--- src/rtl/mem_window_swapper.sv ---
module mem_window_swapper #(
  parameter int          ADDR_W     = 24,
  parameter int          RAM_AW     = 16,
  parameter int          MODE_BIT   = 2,
  parameter logic [23:0] SPLIT      = 24'h200000,
  parameter logic [23:0] REG_BASE   = 24'h3BC000,
  parameter logic [23:0] KILL_ALIAS = 24'h000181,
  parameter logic [23:0] CTRL_ALIAS = 24'h000183
) (
  input  logic              clk,
  input  logic              rst_n,
  input  logic              acc_valid,
  input  logic              acc_wr,
  input  logic              acc_word,
  input  logic [ADDR_W-1:0] acc_addr,
  input  logic [15:0]       acc_wdata,
  output logic [RAM_AW-2:0] ram_addr,
  output logic [1:0]        ram_be,
  output logic              ram_we,
  output logic [15:0]       ram_wdata,
  output logic              ram_re,
  output logic              rom_sel,
  output logic              unhandled_wr,
  output logic [7:0]        kill_q,
  output logic [7:0]        ctrl_q,
  output logic              map_changed
);

  logic wr, rd, hi_half, in_space, ram_win, kill_hit, ctrl_hit, alias_hit;

  assign wr       = acc_valid && acc_wr;
  assign rd       = acc_valid && !acc_wr;
  assign hi_half  = acc_addr >= SPLIT[ADDR_W-1:0];
  assign in_space = acc_addr <  REG_BASE[ADDR_W-1:0];
  assign ram_win  = ctrl_q[MODE_BIT] ? !hi_half : hi_half;

  assign kill_hit = wr && (acc_word ? acc_addr[ADDR_W-1:1] == KILL_ALIAS[ADDR_W-1:1]
                                    : acc_addr == KILL_ALIAS[ADDR_W-1:0]);
  assign ctrl_hit = wr && (acc_word ? acc_addr[ADDR_W-1:1] == CTRL_ALIAS[ADDR_W-1:1]
                                    : acc_addr == CTRL_ALIAS[ADDR_W-1:0]);
  assign alias_hit = kill_hit || ctrl_hit;

  assign ram_we       = wr && in_space && ram_win && !alias_hit;
  assign unhandled_wr = wr && in_space && !ram_win && !alias_hit;
  assign ram_re       = rd && in_space && ram_win;
  assign rom_sel      = rd && in_space && !ram_win;

  assign ram_addr  = acc_addr[RAM_AW-1:1];
  assign ram_be    = acc_word ? 2'b11 : (acc_addr[0] ? 2'b01 : 2'b10);
  assign ram_wdata = acc_word ? acc_wdata : {2{acc_wdata[7:0]}};

  always_ff @(posedge clk) begin
    if (!rst_n) begin
      kill_q      <= '0;
      ctrl_q      <= '0;
      map_changed <= 1'b0;
    end else begin
      if (kill_hit) kill_q <= acc_wdata[7:0];
      if (ctrl_hit) ctrl_q <= acc_wdata[7:0];
      map_changed <= ctrl_hit && (acc_wdata[MODE_BIT] != ctrl_q[MODE_BIT]);
    end
  end

  // a write reaches at most one of RAM or the drop flag
  p_we_excl_r2: assert property (@(posedge clk) disable iff (!rst_n)
    !(ram_we && unhandled_wr));

  p_rd_excl_r10: assert property (@(posedge clk) disable iff (!rst_n)
    !(ram_re && rom_sel));

  p_word_lanes_r6: assert property (@(posedge clk) disable iff (!rst_n)
    (ram_we && acc_word) |-> ram_be == 2'b11);

  p_byte_lane_r5: assert property (@(posedge clk) disable iff (!rst_n)
    (ram_we && !acc_word) |-> $countones(ram_be) == 1);

  p_pulse_r9: assert property (@(posedge clk) disable iff (!rst_n)
    map_changed |-> ctrl_q[MODE_BIT] != $past(ctrl_q[MODE_BIT]));

  p_ctrl_hold_r7: assert property (@(posedge clk) disable iff (!rst_n)
    !(acc_valid && acc_wr) |=> $stable(ctrl_q) && $stable(kill_q));

  p_bank_quiet_r11: assert property (@(posedge clk) disable iff (!rst_n)
    (acc_addr >= REG_BASE[ADDR_W-1:0]) |-> !(ram_we || ram_re || rom_sel || unhandled_wr));

endmodule

--- config.mk ---
export PLATFORM = sky130hd
export DESIGN_NAME = mem_window_swapper
export DESIGN_NICKNAME = d
export VERILOG_FILES = /design/src/rtl/mem_window_swapper.sv
export SDC_FILE = /design/constraint.sdc
export NUM_CORES = 1
export LEC_CHECK = 0
export ABC_AREA = 1
export BUFFER_PORTS_ARGS = -buffer_cell sky130_fd_sc_hd__buf_2
export CORE_MARGIN = 10
export CORE_UTILIZATION = 38
export CTS_CLUSTER_SIZE = 10
export DETAILED_ROUTE_END_ITERATION = 10
export GPL_TIMING_DRIVEN = 0
export MAX_ROUTING_LAYER = met4
export PLACE_DENSITY = 0.88
export SETUP_SLACK_MARGIN = 0.2
export SYNTH_ARGS = -nofsm -noshare
export SYNTH_HDL_FRONTEND = slang
export SYNTH_SLANG_ARGS = --single-unit
--- constraint.sdc ---
create_clock -name clk -period 1 [get_ports clk]
set_clock_uncertainty 0.05 [all_clocks]
set_input_delay 0.1 -clock clk [delete_from_list [all_inputs] [get_ports clk]]
set_output_delay 0.1 -clock clk [all_outputs]
set_load 0.02 [all_outputs]
==> results of run 1 <==
==> layout by cell type, fill, tap and decap left out, drive strengths merged <==
| cell | instances |
|---|---|
| buf | 144 |
| clkbuf | 8 |
| clkinvlp | 1 |
| dfxtp | 17 |
| inv | 50 |
| nand2 | 64 |
| nand3 | 11 |
| nand3b | 1 |
| nand4 | 18 |
| nor2 | 43 |
| nor3b | 1 |
| o21ai | 10 |
| xor2 | 1 |
==> cells by family (layout without fill, tap and decap cells) <==
| group | Yosys count | after routing |
|---|---|---|
| simple gates | 137 | 138 |
| compound gates | 10 | 10 |
| xor+xnor | 1 | 1 |
| buf+inv | 80 | 203 |
| flops | 17 | 17 |
==> worst reg2reg max path, stage by stage (launching register included) <==
cell	delay (ns)
dfxtp_4	0.37
buf_4	0.14
buf_6	0.12
o21ai_1	0.13
nor3b_2	0.06
==> power by group through the flow <==
stage               Combinational (W)  Clock (W)  Sequential (W)
finish                        0.00113   0.000532        0.000723
detailed placement           0.000733          0        0.000728
global route                  0.00119   0.000564        0.000724
floorplan                    0.000446          0        0.000758
global placement             0.000720          0        0.000727
CTS                          0.000964   0.000521        0.000720
==> worst max-delay path by stage <==
stage | start | to | depth (start not counted)
floorplan | acc_addr[23] | ctrl_q[2] | 9
global placement | acc_addr[1] | unhandled_wr | 10
detailed placement | acc_addr[3] | unhandled_wr | 10
CTS | ctrl_q[2] | ram_we | 4
global route | acc_addr[7] | ram_we | 11
finish | acc_addr[3] | ram_we | 10
==> registers in the layout, indices dropped and copies added, names as in the netlist <==
register     flops
kill_q           8
map_changed      1
ctrl_q           8
==> metal layers <==
metal	share of wire, %	global-route usage, %
met2	53	33.9
met4	5.8	4.42
met5	0	-
met1	34	17.4
met3	6.9	4.37
==> layout make-up <==
class / instances / area share [%]
flip-flops and latches: 17 / 12.0
well taps: 48 / 1.98
clock buffers: 4 / 1.49
inverters: 51 / 6.44
repair buffers: 119 / 33.1
multi-input cells: 149 / 36.9
plain buffers: 29 / 8.01
==> metrics by stage <==
step	instances	worst slack (ns)	hold WS [ns]
2_1_floorplan	245	-0.0557	0.242
4_1_cts	413	-0.292	0.126
3_3_place_gp	389	-0.371	0.384
6_report	417	-0.345	0.137
5_1_grt	417	-0.415	0.139
3_5_place_dp	389	-0.445	0.390
==> timing repair <==
action                                  4_1_cts  5_1_grt
gates resized for setup                     126       65
pin swaps                                    19       45
endpoints found under the setup margin       48       48
buffers inserted                             15        4
cloned                                        5        0
==> results.md, run 1 <==
- Placer Congestion: 0.802
- Clock power frac: 22.3%
- Final ANT Viol Nets: 0
- Pre-antenna DRT Iters: 5
- TritonCTS buffer count: 3
- Remaining global-route overflow: 0
- Worst skew pair latency: 0.26 ns
- Total power: 0.00239 W
- Pin count of the biggest net entering global routing: 12
- CTS tree: built
- Worst path max stage delay: 0.16 ns
- Height of the die: 82.0 µm
- Worst-path cell chain: buf_4 > nor2_4 > nand2_2 > nor2_2 > nand3_2 > nand2_4 > nand3_4 > nand2_4 > nor2_4 > buf_6
- Layout cells sized above 1: 69.4%
- Die area: 6720 µm²
- Routed length per instance: 19.0 µm
- Number of hold violations in the final report: 0
- Num rows: 22
- Worst reg2reg path startpoint: ctrl_q[2]
- Tightest Pin Transition: 0.485 ns
- Fin crit share: 135%
- Comb pwr share: 47.5%
- Post-layout min period: 1.35 ns
- Post-Synth Simple-Gate Area: 45.2%
- Core ar.: 3690 µm²
- Post-synth cell types: 21
- F_max: 743 MHz
- Top cells by count, synth: nand2_1, inv_1, nor2_1
- Crit-path max FO: 3
- Die W: 82.0 µm
- Worst r2r dst: map_changed
- Hold Crit Start: acc_wdata[2]
- Via Count: 2171
- # DRC: 0
- Synth Cell Area: 1460 µm²
- Failing checks: setup timing
- I/O pin count: 99
- XOR/XNOR share of the synthesized area: 0.600%
- H-tree Lvls: 1
- Main combinational cell family by area after synthesis: simple AND/OR/NAND/NOR gates
- Filler cell count: 211
- PwrDens: 787 nW/µm²
- Largest area contributor in the netlist: dfxtp_1
- Min setup slack post-route: -0.345 ns
- Yosys top cell area share: 23.3%
- Startpoint types: input port
- Reg2reg setup slack: 0.01 ns
- DRC marker count from the first detailed-route iteration: 182
- Switch Pwr: 0.000882 W
- Yosys warns: 0
- Hold bufs inserted after CTS: 0
- # setup viols final: 22
- Ranking of synthesized cells by area: dfxtp_1, nand2_1, inv_1
- # port buffers: 96
- Critical path required time: 0.85 ns
- Syn_nets: 290
- Fin Setup TNS: -5.55 ns
- Status: finished with violations
- Clk buf depth: 2
- Max Cap Viol: 0
- Synth Instances: 245
- Post-Layout Inst Area: 3030 µm²
- Crit Path Category: input port to primary output
- Unrepaired setup endpoints after global routing: yes
- Sequential share of the synthesized area: 23.3%
- DP Area: 2160 µm²
- Mux cell area share after synthesis: 0%
- HPWL reported at the end of detailed placement: 4100 µm
- Reg area: 364 µm²
- Most numerous cell in the Yosys netlist: nand2_1
- Switch share: 37.0%
- Endpoint class of the critical path: primary output
- CTS Sinks: 17
- Top delay family on crit path: simple AND/OR/NAND/NOR gates
- Max-slew violations: 0
- Maximum vdd drop: 1210 µV
- Worst r2r path cells: 4
- Critical-path top delay cell: nor2_2
- Synth Area in Compound Gates: 3.43%
- DR vias/cell: 5.21
- EDFF count, synth: 0
- P_leak: 1.51 nW
- Post-synthesis async set-or-reset flop share: 0%
- P_int: 0.00150 W
- Antenna violations before repair: 0
- Worst hold path depth: 3
- Clock edge transition at the registers on the reported setup and hold paths: 0.06 ns
- Final Core Density: 82.2%
- Area delta synth->final: 108%
- Multi-input combinational cell area: 1120 µm²
- Yosys reg bits: 17
- CTS Root Cell: clkbuf_8
- Critical path arrival: 1.20 ns
- Synth Area per Inst: 5.96 µm²
- Worst Path Buf+Inv: 2
- Starting density of the core: 39.6%
- Hold crit path type: input port to flop
- GRT Util Overall: 17.7%
- Relative slew slack: 67.7%
- WL final: 7910 µm
- N_diodes: 0
- Post-Synth Adder-Cell Area: 0%
- Final layout net count: 415
- WHS Endpoint: map_changed
- Vias in the first global route: 2033
- Seq pwr share: 30.3%
- Primary FF master, synth: dfxtp_1
- First-pass GRT wire length: 9230 µm
Power figures use the tool's default switching activity.
==> inputs of run 2 (changes only) <==
Settings changed: ABC_AREA 1 to not set, CORE_UTILIZATION 38 to 34.
==> results.md, run 2 <==
- Status: finished with violations
- Failing checks: setup timing
- Most numerous cell in the Yosys netlist: nand2_1
- Crit Path Category: flop to primary output
- Largest area contributor in the netlist: dfxtp_1
- Maximum vdd drop: 751 µV (-38%)
- Startpoint types: flop
- Reg2reg setup slack: -0.10 ns (-0.11 ns)
- Worst skew pair latency: 0.29 ns (+0.03 ns)
- Clock edge transition at the registers on the reported setup and hold paths: 0.09 ns (+0.03 ns)
- Reg area: 364 µm² (unchanged)
- Num rows: 20 (-9.1%)
- Synth Instances: 121 (-51%)
- Pin count of the biggest net entering global routing: 11 (-1)
- Die W: 77.2 µm (-5.9%)
- Relative slew slack: 69.7% (+2.0 points)
- Syn_nets: 166 (-43%)
- N_diodes: 0 (unchanged)
- Critical path required time: 0.85 ns (about the same)
- Core ar.: 3100 µm² (-16%)
- PwrDens: 770 nW/µm² (-2.2%)
- Starting density of the core: 35.8% (-3.8 points)
- F_max: 673 MHz (-9.5%)
- Remaining global-route overflow: 0 (unchanged)
- Via Count: 1284 (-41%)
- Height of the die: 77.2 µm (-5.9%)
- Post-layout min period: 1.49 ns (+0.141 ns)
- DRC marker count from the first detailed-route iteration: 45 (-75%)
- Fin crit share: 149% (+14 points)
- Antenna violations before repair: 0 (unchanged)
- GR Layer Usage met2: 27.0% (-6.9 points)
- Vias in the first global route: 1370 (-33%)
- Comb pwr share: 37.4% (-10 points)
- Filler cell count: 251 (+19%)
- # port buffers: 96 (unchanged)
- Primary FF master, synth: dfxtp_1
- Tightest Pin Transition: 0.455 ns (-0.0299 ns)
- Post-synth cell types: 24 (+14%)
- Clock power frac: 22.1% (-0.2 points)
- Seq pwr share: 40.5% (+10 points)
- Total power: 0.00166 W (-30%)
- HPWL reported at the end of detailed placement: 3260 µm (-21%)
- DR vias/cell: 4.65 (-11%)
- Final layout net count: 278 (-33%)
- Clk buf depth: 2 (unchanged)
- Final ANT Viol Nets: 0 (unchanged)
- Hold crit path type: input port to flop
- Final Core Density: 69.6% (-13 points)
- Synth Area per Inst: 9.18 µm² (+54%)
- Switch share: 30.8% (-6.2 points)
- EDFF count, synth: 0 (unchanged)
- Post-synthesis async set-or-reset flop share: 0% (unchanged)
- Critical path arrival: 1.34 ns (+0.14 ns)
- Endpoint class of the critical path: primary output
- Commonest non-fill, non-tap cells in the layout: buf_2, buf_6, buf_4
- Routed length per instance: 16.6 µm (-13%)
- CTS Root Cell: clkbuf_4
- Unrepaired setup endpoints after global routing: yes
- Max Cap Viol: 0 (unchanged)
- CTS Sinks: 17 (unchanged)
- Die area: 5950 µm² (-11%)
- WL final: 4580 µm (-42%)
- TritonCTS buffer count: 3 (unchanged)
- Met1 Usage GRT: 13.0% (-4.4 points)
- Synth Cell Area: 1110 µm² (-24%)
- H-tree Lvls: 1 (unchanged)
- First-pass GRT wire length: 6820 µm (-26%)
- CTS tree: built
- Yosys top cell area share: 30.6% (+7.3 points)
- Pre-antenna DRT Iters: 4 (-1)
- Min setup slack post-route: -0.487 ns (-0.141 ns)
- Ranking of synthesized cells by area: dfxtp_1, mux2i_1, buf_4
- Multi-input combinational cell area: 694 µm² (-38%)
- Met3 Usage GRT: 5.24% (+0.88 points)
- Top cells by count, synth: nand2_1, buf_4, mux2i_1
- Max-slew violations: 0 (unchanged)
- P_int: 0.00115 W (-24%)
- Commonest non-fill, non-tap cell in the layout: buf_2
- Area delta synth->final: 94.5%
- Placer Congestion: 0.693 (-14%)
- Sequential share of the synthesized area: 30.6% (+7.3 points)
- Layout cells sized above 1: 75.9% (+6.5 points)
- Yosys reg bits: 17 (unchanged)
- Number of hold violations in the final report: 0 (unchanged)
- I/O pin count: 99 (unchanged)
- P_leak: 1.09 nW (-27%)
- Switch Pwr: 0.000512 W (-42%)
- GRT Util Overall: 14.4% (-3.4 points)
- # setup viols final: 22 (unchanged)
- Yosys warns: 0 (unchanged)
- # DRC: 0 (unchanged)
- Crit-path max FO: 4 (+1)
- Gr busiest metal: met2
- Regs by FF count: ctrl_q x8, kill_q x8, map_changed x1
[run 2: metal layers]
layer	part of all wire, %	vias to the layer above	wire length (µm)
li1	-	615	-
met1	35	592	1610
met2	54	63	2470
met3	7.9	14	362
met4	3.0	0	135
met5	0	-	0
[run 2: final cells by class]
type / count / area share [%]
well taps: 44 / 2.55
repair buffers: 107 / 37.3
multi-input cells: 76 / 32.1
clock buffers: 4 / 1.22
plain buffers: 28 / 9.96
flip-flops and latches: 17 / 16.9
[run 2: final timing paths]
path | startpoint | end | depth (start not counted)
max | ctrl_q[2] | ram_we | 3
min | acc_wdata[7] | kill_q[7] | 3
max reg2reg | ctrl_q[2] | map_changed | 3
min reg2reg | ctrl_q[4] | ctrl_q[4] | 2
[run 2: cell families after synthesis]
group	count (synthesis)	synth area share, %
multiplexers	26	24.3
XOR/XNOR	1	0.788
buffers and inverters	28	18.2
AND/OR/NAND/NOR	47	24.8
AO/OA/AOI/OAI	2	1.24
flip-flops	17	30.6
[run 2: power by group through the flow]
stage / logic (W) / registers, W / clock network [W]
finish: 0.000623 / 0.000673 / 0.000368
global route: 0.000662 / 0.000673 / 0.000408
CTS: 0.000580 / 0.000673 / 0.000378
detailed placement: 0.000489 / 0.000689 / 0
global placement: 0.000480 / 0.000689 / 0
floorplan: 0.000283 / 0.000689 / 0
[run 2: through the flow]
| stage | std cells | setup TNS, ns | area, µm² | hold WS [ns] | setup WS (ns) |
|---|---|---|---|---|---|
| after CTS | 270 | -6.81 | 2060 | 0.0117 | -0.449 |
| after floorplan | 121 | -7.37 | 1160 | 0.175 | -0.492 |
| after global placement | 261 | -13.13 | 1690 | 0.342 | -0.747 |
| final | 276 | -6.35 | 2160 | 0.0308 | -0.487 |
| after global routing | 276 | -7.74 | 2160 | 0.0418 | -0.585 |
| after detailed placement | 261 | -13.68 | 1690 | 0.334 | -0.767 |
[run 2: worst max-delay path: stages (launching register included)]
cell and delay (ns):
dfxtp_4 0.40, mux2i_4 0.24, nor4b_4 0.22, buf_4 0.18
[run 2: timing repair]
action,4_1_cts,5_1_grt
hold buffers,0,0
buffers inserted,5,6
resized for setup,93,11
setup endpoints to repair,47,46
pin swaps,8,2
